--- src/rtl/ddt_pkg.sv ---
package ddt_pkg;
  localparam int unsigned OFF_CTRL0 = 'h00;
  localparam int unsigned OFF_CTRL1 = 'h04;
  localparam int unsigned OFF_INIT0 = 'h08;
  localparam int unsigned OFF_INIT1 = 'h0C;
  localparam int unsigned OFF_LIVE1 = 'h14;
  localparam int unsigned OFF_STAT  = 'h18;

  localparam int unsigned BIT_EN    = 30;
  localparam int unsigned BIT_IE    = 29;
  localparam int unsigned BIT_MODEH = 28;
  localparam int unsigned BIT_MODEL = 27;

  localparam logic [1:0] MODE_PERIODIC = 2'b01;
endpackage

--- src/rtl/ddt_prescaler.sv ---
module ddt_prescaler #(
  parameter int unsigned PSC_W = 8
) (
  input  logic             clk_i,
  input  logic             rst_ni,
  input  logic             run_i,
  input  logic             clear_i,
  input  logic [PSC_W-1:0] psc_i,
  output logic             tick_o
);
  logic [PSC_W-1:0] div_q;

  // >= keeps the divider sane if the prescale shrinks mid-run
  assign tick_o = run_i && (div_q >= psc_i);

  always_ff @(posedge clk_i or negedge rst_ni) begin
    if (!rst_ni)      div_q <= '0;
    else if (clear_i) div_q <= '0;
    else if (tick_o)  div_q <= '0;
    else if (run_i)   div_q <= div_q + 1'b1;
  end
endmodule

--- src/rtl/ddt_channel.sv ---
module ddt_channel
  import ddt_pkg::*;
#(
  parameter int unsigned CNT_W   = 24,
  parameter int unsigned PSC_W   = 8,
  parameter int unsigned PSC_RST = 1
) (
  input  logic             clk_i,
  input  logic             rst_ni,
  input  logic             ctrl_we_i,
  input  logic             wr_en_i,
  input  logic             wr_ie_i,
  input  logic [1:0]       wr_mode_i,
  input  logic [PSC_W-1:0] wr_psc_i,
  input  logic [CNT_W-1:0] init_i,
  output logic             en_o,
  output logic             ie_o,
  output logic [1:0]       mode_o,
  output logic [PSC_W-1:0] psc_o,
  output logic [CNT_W-1:0] cnt_o,
  output logic             periodic_o,
  output logic             tick_o,
  output logic             expire_o
);
  logic start;

  assign start      = ctrl_we_i && wr_en_i && !en_o;
  assign periodic_o = (mode_o == MODE_PERIODIC);
  assign expire_o   = tick_o && (cnt_o <= CNT_W'(1));

  ddt_prescaler #(.PSC_W(PSC_W)) u_psc (
    .clk_i  (clk_i),
    .rst_ni (rst_ni),
    .run_i  (en_o),
    .clear_i(start),
    .psc_i  (psc_o),
    .tick_o (tick_o)
  );

  always_ff @(posedge clk_i or negedge rst_ni) begin
    if (!rst_ni) begin
      ie_o   <= 1'b0;
      mode_o <= '0;
      psc_o  <= PSC_W'(PSC_RST);
    end else if (ctrl_we_i) begin
      ie_o   <= wr_ie_i;
      mode_o <= wr_mode_i;
      psc_o  <= wr_psc_i;
    end
  end

  // software write wins over the one-shot self-clear
  always_ff @(posedge clk_i or negedge rst_ni) begin
    if (!rst_ni)                      en_o <= 1'b0;
    else if (ctrl_we_i)               en_o <= wr_en_i;
    else if (expire_o && !periodic_o) en_o <= 1'b0;
  end

  always_ff @(posedge clk_i or negedge rst_ni) begin
    if (!rst_ni)       cnt_o <= '0;
    else if (start)    cnt_o <= init_i;
    else if (expire_o) cnt_o <= periodic_o ? init_i : '0;
    else if (tick_o)   cnt_o <= cnt_o - 1'b1;
  end
endmodule

--- src/rtl/dual_down_timer.sv ---
module dual_down_timer
  import ddt_pkg::*;
#(
  parameter int unsigned ADDR_W  = 5,
  parameter int unsigned DATA_W  = 32,
  parameter int unsigned CNT_W   = 24,
  parameter int unsigned PSC_W   = 8,
  parameter int unsigned PSC_RST = 1
) (
  input  logic              clk_i,
  input  logic              rst_ni,
  input  logic              we_i,
  input  logic [ADDR_W-1:0] addr_i,
  input  logic [DATA_W-1:0] wdata_i,
  output logic [DATA_W-1:0] rdata_o,
  output logic              irq_o
);
  localparam int unsigned NCH = 2;

  logic [NCH-1:0]            ctrl_we;
  logic [NCH-1:0]            init_we;
  logic                      stat_we;
  logic [NCH-1:0]            en_w, ie_w, periodic_w, tick_w, expire_w;
  logic [NCH-1:0][1:0]       mode_w;
  logic [NCH-1:0][PSC_W-1:0] psc_w;
  logic [NCH-1:0][CNT_W-1:0] cnt_w;
  logic [NCH-1:0][CNT_W-1:0] init_q;
  logic [NCH-1:0]            flag_q;

  assign ctrl_we[0] = we_i && (addr_i == ADDR_W'(OFF_CTRL0));
  assign ctrl_we[1] = we_i && (addr_i == ADDR_W'(OFF_CTRL1));
  assign init_we[0] = we_i && (addr_i == ADDR_W'(OFF_INIT0));
  assign init_we[1] = we_i && (addr_i == ADDR_W'(OFF_INIT1));
  assign stat_we    = we_i && (addr_i == ADDR_W'(OFF_STAT));

  for (genvar c = 0; c < NCH; c++) begin : g_ch
    ddt_channel #(.CNT_W(CNT_W), .PSC_W(PSC_W), .PSC_RST(PSC_RST)) u_ch (
      .clk_i     (clk_i),
      .rst_ni    (rst_ni),
      .ctrl_we_i (ctrl_we[c]),
      .wr_en_i   (wdata_i[BIT_EN]),
      .wr_ie_i   (wdata_i[BIT_IE]),
      .wr_mode_i (wdata_i[BIT_MODEH:BIT_MODEL]),
      .wr_psc_i  (wdata_i[PSC_W-1:0]),
      .init_i    (init_q[c]),
      .en_o      (en_w[c]),
      .ie_o      (ie_w[c]),
      .mode_o    (mode_w[c]),
      .psc_o     (psc_w[c]),
      .cnt_o     (cnt_w[c]),
      .periodic_o(periodic_w[c]),
      .tick_o    (tick_w[c]),
      .expire_o  (expire_w[c])
    );

    always_ff @(posedge clk_i or negedge rst_ni) begin
      if (!rst_ni)         init_q[c] <= '0;
      else if (init_we[c]) init_q[c] <= wdata_i[CNT_W-1:0];
    end

    // hardware set dominates a same-cycle clear
    always_ff @(posedge clk_i or negedge rst_ni) begin
      if (!rst_ni)                      flag_q[c] <= 1'b0;
      else if (expire_w[c])             flag_q[c] <= 1'b1;
      else if (stat_we && wdata_i[c])   flag_q[c] <= 1'b0;
    end
  end

  assign irq_o = |(flag_q & ie_w);

  function automatic logic [DATA_W-1:0] pack_ctrl(input logic en, input logic ie,
                                                  input logic [1:0] md,
                                                  input logic [PSC_W-1:0] ps);
    logic [DATA_W-1:0] r;
    r = '0;
    r[BIT_EN]              = en;
    r[BIT_IE]              = ie;
    r[BIT_MODEH:BIT_MODEL] = md;
    r[PSC_W-1:0]           = ps;
    return r;
  endfunction

  always_comb begin
    rdata_o = '0;
    case (addr_i)
      ADDR_W'(OFF_CTRL0): rdata_o = pack_ctrl(en_w[0], ie_w[0], mode_w[0], psc_w[0]);
      ADDR_W'(OFF_CTRL1): rdata_o = pack_ctrl(en_w[1], ie_w[1], mode_w[1], psc_w[1]);
      ADDR_W'(OFF_INIT0): rdata_o[CNT_W-1:0] = init_q[0];
      ADDR_W'(OFF_INIT1): rdata_o[CNT_W-1:0] = init_q[1];
      ADDR_W'(OFF_LIVE1): rdata_o[CNT_W-1:0] = cnt_w[1];
      ADDR_W'(OFF_STAT):  rdata_o[NCH-1:0]   = flag_q;
      default:            rdata_o = '0;
    endcase
  end
endmodule

--- config.mk ---
export PLATFORM = sky130hd
export DESIGN_NAME = dual_down_timer
export DESIGN_NICKNAME = d
export VERILOG_FILES = /design/src/rtl/ddt_pkg.sv /design/src/rtl/ddt_prescaler.sv /design/src/rtl/ddt_channel.sv /design/src/rtl/dual_down_timer.sv
export SDC_FILE = /design/constraint.sdc
export NUM_CORES = 1
export LEC_CHECK = 0
export ABC_AREA = 1
export BUFFER_PORTS_ARGS = -buffer_cell sky130_fd_sc_hd__buf_2
export CAP_MARGIN = 20
export CORE_ASPECT_RATIO = 0.75
export CORE_MARGIN = 5
export CORE_UTILIZATION = 35
export CTS_CLUSTER_DIAMETER = 80
export CTS_CLUSTER_SIZE = 20
export DETAILED_ROUTE_END_ITERATION = 6
export PLACE_DENSITY_LB_ADDON = 0.1
export SYNTH_ARGS = -nofsm -noshare
export SYNTH_HDL_FRONTEND = slang
export SYNTH_SLANG_ARGS = --single-unit
--- constraint.sdc ---
create_clock -name clk_i -period 2 [get_ports clk_i]
set_input_delay 0 -clock clk_i [delete_from_list [all_inputs] [get_ports clk_i]]
set_output_delay 0 -clock clk_i [all_outputs]
set_load 0.01 [all_outputs]
==> Yosys cells after proc, flatten, opt, wreduce, memory -nomap -nowiden <==
Index checks and enable logic that the tools add are counted.
{ "totals": {"ff_bits": 138, "word_cells": 88, "inputBits": 40} }
{ "op_classes": {"bitwise": 1, "eq_ne": 7, "n_reduce_logical": 31, "muxes": 25, "magnitude_cmp": 4, "addsub": 4} }
{ "op_table": {"columns": ["cell", "n"], "rows": [
  ["two-way mux 24 bit", 8],
  ["one-hot mux 22 bit (5 select lines)", 1],
  ["<= comparator 24 x 1 -> 1 bit, second input constant", 2],
  ["two-way mux 8 bit", 6],
  ["subtractor 24 x 1 -> 24 bit, second input constant", 2],
  ["logical AND 1 bit", 17],
  ["adder 8 x 1 -> 8 bit, second input constant", 2],
  [">= comparator 8 bit", 2],
  ["one-hot mux 7 bit (2 select lines)", 1],
  ["one-hot mux 2 bit (6 select lines)", 1],
  ["nonzero test 3 bit", 4],
  ["equality test 5 x 4 -> 1 bit, second input constant", 2],
  ["equality test 5 bit, second input constant", 2],
  ["two-way mux 1 bit", 8],
  ["nonzero test 2 bit", 4],
  ["equality test 5 x 3 -> 1 bit, second input constant", 1],
  ["logical NOT 5 bit", 1],
  ["equality test 2 x 1 -> 1 bit, second input constant", 2],
  ["logical NOT 1 bit", 4],
  ["AND 2 bit", 1],
  ["OR reduction 2 bit", 1]
]} }

==> Logic depth before layout (Yosys ltp) <==
{ "logic_depth": {"ltp_word": 6, "depth_mapped": 15} }

==> Hierarchy <==
From an unflattened synthesis, not the netlist that was laid out.
{ "unflattened": {"cells_unflattened": 1420, "hier_area_um2": 9313.9} }
{ "by_module_without_submodules": {"columns": ["mod", "cells_each", "seq_area_each_um2", "instances", "area_each_um2"], "rows": [
  ["ddt_channel", 407, 902.1, 2, 2508.7],
  ["dual_down_timer", 394, 1251.2, 1, 2870.3],
  ["ddt_prescaler", 106, 200.2, 2, 713.2]
]} }

==> Worst setup path after synthesis <==
No wires, ideal clock.
{ "synth_path": {"path_type": "reg2reg", "start": "reg g_ch[1].u_ch.u_psc.div_q[3]", "end": "reg g_ch[1].u_ch.cnt_o[0]", "setup_time_ns": 0.117, "stages_incl_launch_ff": 13, "path_buffers": 1, "arrival_time_ns": 1.754, "path_slack_ns": 0.130, "synth_period_minus_slack_ns": 1.870, "cell_sequence": "dfrtp_1 ha_1 nand2_1 nor2_1 nor2_1 nand2_1 nand2_1 nand2_2 nand2_2 clkbuf_1 o21ai_0 nand2_1 nand2_1"} }
{ "synth_via": {"elab_chain_cells": 5, "word_cells_on_any_way": 6, "cone_classes": "1 x order compare; 2 x mux; 3 x reduce/logical"} }
{ "synth_rtl": {"columns": ["element", "line", "text"], "rows": [
  ["start, declared", "ddt_prescaler.sv:11", "logic [PSC_W-1:0] div_q;"],
  ["start signal, assigned", "ddt_prescaler.sv:20", "else if (run_i) div_q <= div_q + 1'b1;"],
  [">= comparator 8 bit *", "ddt_prescaler.sv:14", "assign tick_o = run_i && (div_q >= psc_i);"],
  ["logical AND 1 bit *", "ddt_prescaler.sv:14", null],
  ["logical AND 1 bit", "ddt_channel.sv:29", "assign expire_o = tick_o && (cnt_o <= CNT_W'(1));"],
  ["two-way mux 24 bit", "ddt_channel.sv:62", "else if (expire_o) cnt_o <= periodic_o ? init_i : '0;"],
  ["two-way mux 24 bit", "ddt_channel.sv:61", "else if (start) cnt_o <= init_i;"],
  ["end signal, assigned", "ddt_channel.sv:61", null],
  ["end signal, assigned", "ddt_channel.sv:62", null],
  ["end signal, assigned", "ddt_channel.sv:63", "else if (tick_o) cnt_o <= cnt_o - 1'b1;"],
  ["end, declared", "ddt_channel.sv:20", "output logic [CNT_W-1:0] cnt_o,"]
]} }
Every way passes the cells marked *; elsewhere a longest branch is shown, timed or not.
A chain may end at the register's enable or synchronous reset.

==> Worst setup path after layout <==
{ "layout_path": {"start": "reg g_ch[1].u_ch.cnt_o[1]", "end": "reg g_ch[1].u_ch.cnt_o[6]"} }
{ "layout_via": {"elab_chain_cells": 4, "word_cells_on_any_way": 7, "cone_classes": "1 x add/sub; 1 x order compare; 3 x mux; 2 x reduce/logical"} }
{ "layout_rtl": {"columns": ["element", "line"], "rows": [
  ["subtractor 24 x 1 -> 24 bit / <= comparator 24 x 1 -> 1 bit (equally long branches)", "ddt_channel.sv:63, ddt_channel.sv:29"],
  ["two-way mux 24 bit / logical AND 1 bit (equally long branches)", "ddt_channel.sv:63, ddt_channel.sv:29"],
  ["two-way mux 24 bit", "ddt_channel.sv:62"],
  ["two-way mux 24 bit", "ddt_channel.sv:61"]
]} }
Parallel ways exist; a longest one is shown, timed or not. The select of a mux whose other input is x is not followed.

==> impl_metrics.yaml <==
yosys:
  ys_ff_latch: 138
  synth.top_cell.area_share_pct: 37.6
  ys_top_cells_by_area: "dfrtp_1 38%, nand2_1 15%, inv_1 6.7%"
  synth_cell_types: 46
  synth_largest_area_cell: "dfrtp_1"
  yosysWarnings: 0
  synth_top_family_by_area: "simple AND/OR/NAND/NOR gates"
  avgSynthCellArea_um2: 7.10
  synthMuxAreaShare_pct: 0
  synth-xor-area-share_pct: 3.48
  synthAdderAreaFrac_pct: 3.04
  synth-simple-area-share_pct: 30.0
  syn_inst: 1276
  synth_compound_area_share_pct: 15.1
  yosysSeqAreaShare_pct: 38.2
  netlist_area_mm2: 0.00906
clock_network:
  cts.sinks: 138
  cts_root_buffer: "clkbuf_16"
  clockBufferDepth: 2
  worst_skew_pair.late_latency_ns: 0.43
  clk_pin_slew_ns: 0.07
  cts_buffers: 17
  cts_tree: "built"
  h-tree-depth: 4
critical_path:
  worstSetupPathType: "flip-flop to flip-flop"
  critPathMaxStageDelay_ns: 0.40
  cp-start-kind: "flip-flop"
  cp.arrival_ns: 2.31
  required_ns: 2.37
  path_buf_inv: 3
  crit_slowest_cell: "dfrtp_1"
  path_cells: "inv_2 > ha_2 > o21ai_0 > nor2_1 > nand2_2 > nor2_8 > buf_6 > clkinvlp_4 > a21oi_1 > o21ai_1 > nand2_1"
  crit_fanout: 7
  timing.critical_path.to_type: "flip-flop"
  cp_top_family: "simple AND/OR/NAND/NOR gates"
power:
  power_mw: 13.6
  ir_worst_vdd_v: 0.000610
  switchingPower_mw: 5.61
  p_sw_share_pct: 41.3
  powerDensity_mw_per_mm2: 1150
  p_leak_nw: 5.84
  p_comb_share_pct: 44.8
  seq_power_share_pct: 30.4
  p_int_mw: 7.97
  clkPwrFrac_pct: 24.8
min_path:
  hold_class: "input pin to flip-flop"
placement:
  dp_slack_ns: -0.0131
  dp.cells: 1739
  dpl.hpwl_mm: 23.3
  gp_congestion: 0.906
  io_buffers: 64
sta:
  timing.fmax_mhz: 514
  hold_viol_final: 0
  setup_slack_ns: 0.0549
  rsz0062_at_grt: "true"
  min_period_ns: 1.95
  fin_skew_ns: 0.0116
  max_slew_margin_pct: 62.2
  drv_slew: 0
  setup_tns_ns: 0
  finalCritPeriodShare_pct: 97.3
  setup_viol: 0
  worst_slew_pin_slew_ns: 0.568
layout:
  nNetsFinal: 1526
  drive_gt1_share_pct: 22.6
  fin_cells: 1821
  final_util_pct: 46.1
  num_antenna_cells: 0
  fillCellCount: 2679
  syn2layout_area_growth_pct: 30.9
floorplan:
  chipWidth_um: 196
  rows: 51
  num_io_pins: 73
  dieArea_mm2: 0.0292
  die_y_um: 149
  initial_utilization_pct: 35.2
  core_area_mm2: 0.0257
routing:
  num_vias: 9052
  drc: 0
  wl_mm: 32.2
  drtIter0Drc: 701
  postRouteAntennaNets: 0
  vias_per_cell: 4.97
  wl_per_cell_um: 17.7
  firstDrtPassIters: 5
global_route:
  grt_pass1_vias: 8490
  grt_max_degree: 54
  grt_use_total_pct: 21.5
  overflow: 0
  antenna_found_initial: 0
  grt_pass1_wl_mm: 49.0
flow_run:
  cap_violations: 0
status:
  status: "completed"
## cell usage in the layout (no fill, tap or decap), types with 3 or more instances in the layout
cell,netlist,routed
conb_1,1,4
nand3_4,4,7
clkbuf_16,0,18
o21ai_2,6,8
bufinv_16,0,3
nor2_1,142,137
nand4_1,16,16
dlygate4sd3_1,0,30
nor2_4,8,10
xor2_1,31,31
buf_4,6,94
inv_6,0,3
o221ai_1,15,15
ha_4,0,8
clkinvlp_4,0,4
inv_1,162,151
nand2_1,351,340
nand3_2,3,9
a21oi_1,65,53
buf_2,10,63
nand3_1,55,50
o21ai_1,14,13
o21ai_0,103,102
buf_6,7,14
nor2_2,12,15
a21oi_2,0,12
o211ai_1,10,10
o22ai_1,18,18
nand2_2,7,12
nor2_8,3,3
inv_2,11,19
xnor2_1,5,5
nor3_1,8,7
nand2_8,0,3
buf_12,0,7
dfrtp_1,136,136
ha_1,22,13
nand2_4,2,5
## through the flow
stage | area (µm²) | hold WS (ns)
6_report | 11900 | 0.0322
3_5_place_dp | 10400 | 0.0122
4_1_cts | 11300 | 0.0154
2_1_floorplan | 9070 | -0.296
5_1_grt | 11900 | 0.0374
3_3_place_gp | 10400 | 0.0131
## kinds of logic after synthesis
kind of cell / count (synthesis)
other: 1
AO/OA/AOI/OAI: 241
adder cells (fa/ha/maj): 22
AND/OR/NAND/NOR: 616
buffers and inverters: 222
flip-flops: 138
XOR/XNOR: 36
## Yosys cell counts (all sizes together)
library cell,number
nand3b,1
clkinv,2
buf,26
o2111ai,2
nand4,16
dfstp,2
o21ai,123
o21bai,1
nor3,10
a221oi,1
a21oi,65
o32ai,1
conb,1
or2,1
inv,173
nand3,62
nand2,360
o31ai,1
a22o,1
xnor2,5
ha,22
clkbuf,21
o211ai,11
and3,1
nor2,165
xor2,31
o221ai,15
o22ai,18
o21a,2
dfrtp,136
## tightest hold or removal path: stages
cell and delay, ns:
buf_2 0.10, nor2_4 0.06, nand3_4 0.09, nor2_4 0.04, o21ai_0 0.13
## cell type report
type	count	area, µm²	area share [%]
Multi-Input combinational cell	923	5050	42.6
Timing Repair Buffer	209	1640	13.9
Clock buffer	19	443	3.74
Sequential cell	138	3460	29.1
Tap cell	344	430	3.63
Clock inverter	13	166	1.40
Inverter	175	671	5.66
## final timing paths
check                                                  start                                      end  slack [ns]  cells past startpoint
min                                                addr_i[0]        g_ch[1].u_ch.psc_o[3]$_DFFE_PN0N_        0.03                      5
max                        g_ch[1].u_ch.cnt_o[1]$_DFFE_PN0P_        g_ch[1].u_ch.cnt_o[6]$_DFFE_PN0P_        0.05                     11
min in group asynchronous                             rst_ni  g_ch[1].u_ch.u_psc.div_q[0]$_DFFE_PN0P_        0.11                      2
max in group asynchronous                             rst_ni        g_ch[0].u_ch.psc_o[0]$_DFFE_PN1N_        1.22                      3
max reg2reg                g_ch[1].u_ch.cnt_o[1]$_DFFE_PN0P_        g_ch[1].u_ch.cnt_o[6]$_DFFE_PN0P_        0.05                     11
min reg2reg                           init_q[45]$_DFFE_PN0P_                   init_q[45]$_DFFE_PN0P_        0.48                      2
## state kept, by name, indices dropped and copies added (netlist names)
register / count
init_q: 48
g_ch.u_ch.cnt_o: 48
g_ch.u_ch.psc_o: 16
g_ch.u_ch.en_o: 2
flag_q: 2
g_ch.u_ch.mode_o: 4
g_ch.u_ch.u_psc.div_q: 16
g_ch.u_ch.ie_o: 2
## repair_timing
item | CTS | global route
cloned | 1 | 4
hold buffers | 30 | 0
gates resized for setup | 3 | 92
setup endpoints to repair | 7 | 52
setup buffers | 0 | 15
pin swaps | 1 | 24
endpoints found under the hold margin | 145 | 0
## per-layer routing
layer  global-route usage (%)  part of all wire, %
met1                     34.0                   51
met4                     3.70                 0.96
met3                     3.21                  6.3
met5                        0                    0
met2                     31.1                   41
## power groups by stage
stage / registers [mW] / clock network [mW] / logic, mW
floorplan: 4.06 / 0 / 3.49
CTS: 4.09 / 3.43 / 5.62
global route: 4.23 / 3.55 / 6.81
finish: 4.13 / 3.37 / 6.08
global placement: 4.13 / 0 / 5.52
detailed placement: 4.14 / 0 / 5.51
Power figures use the tool's default switching activity.
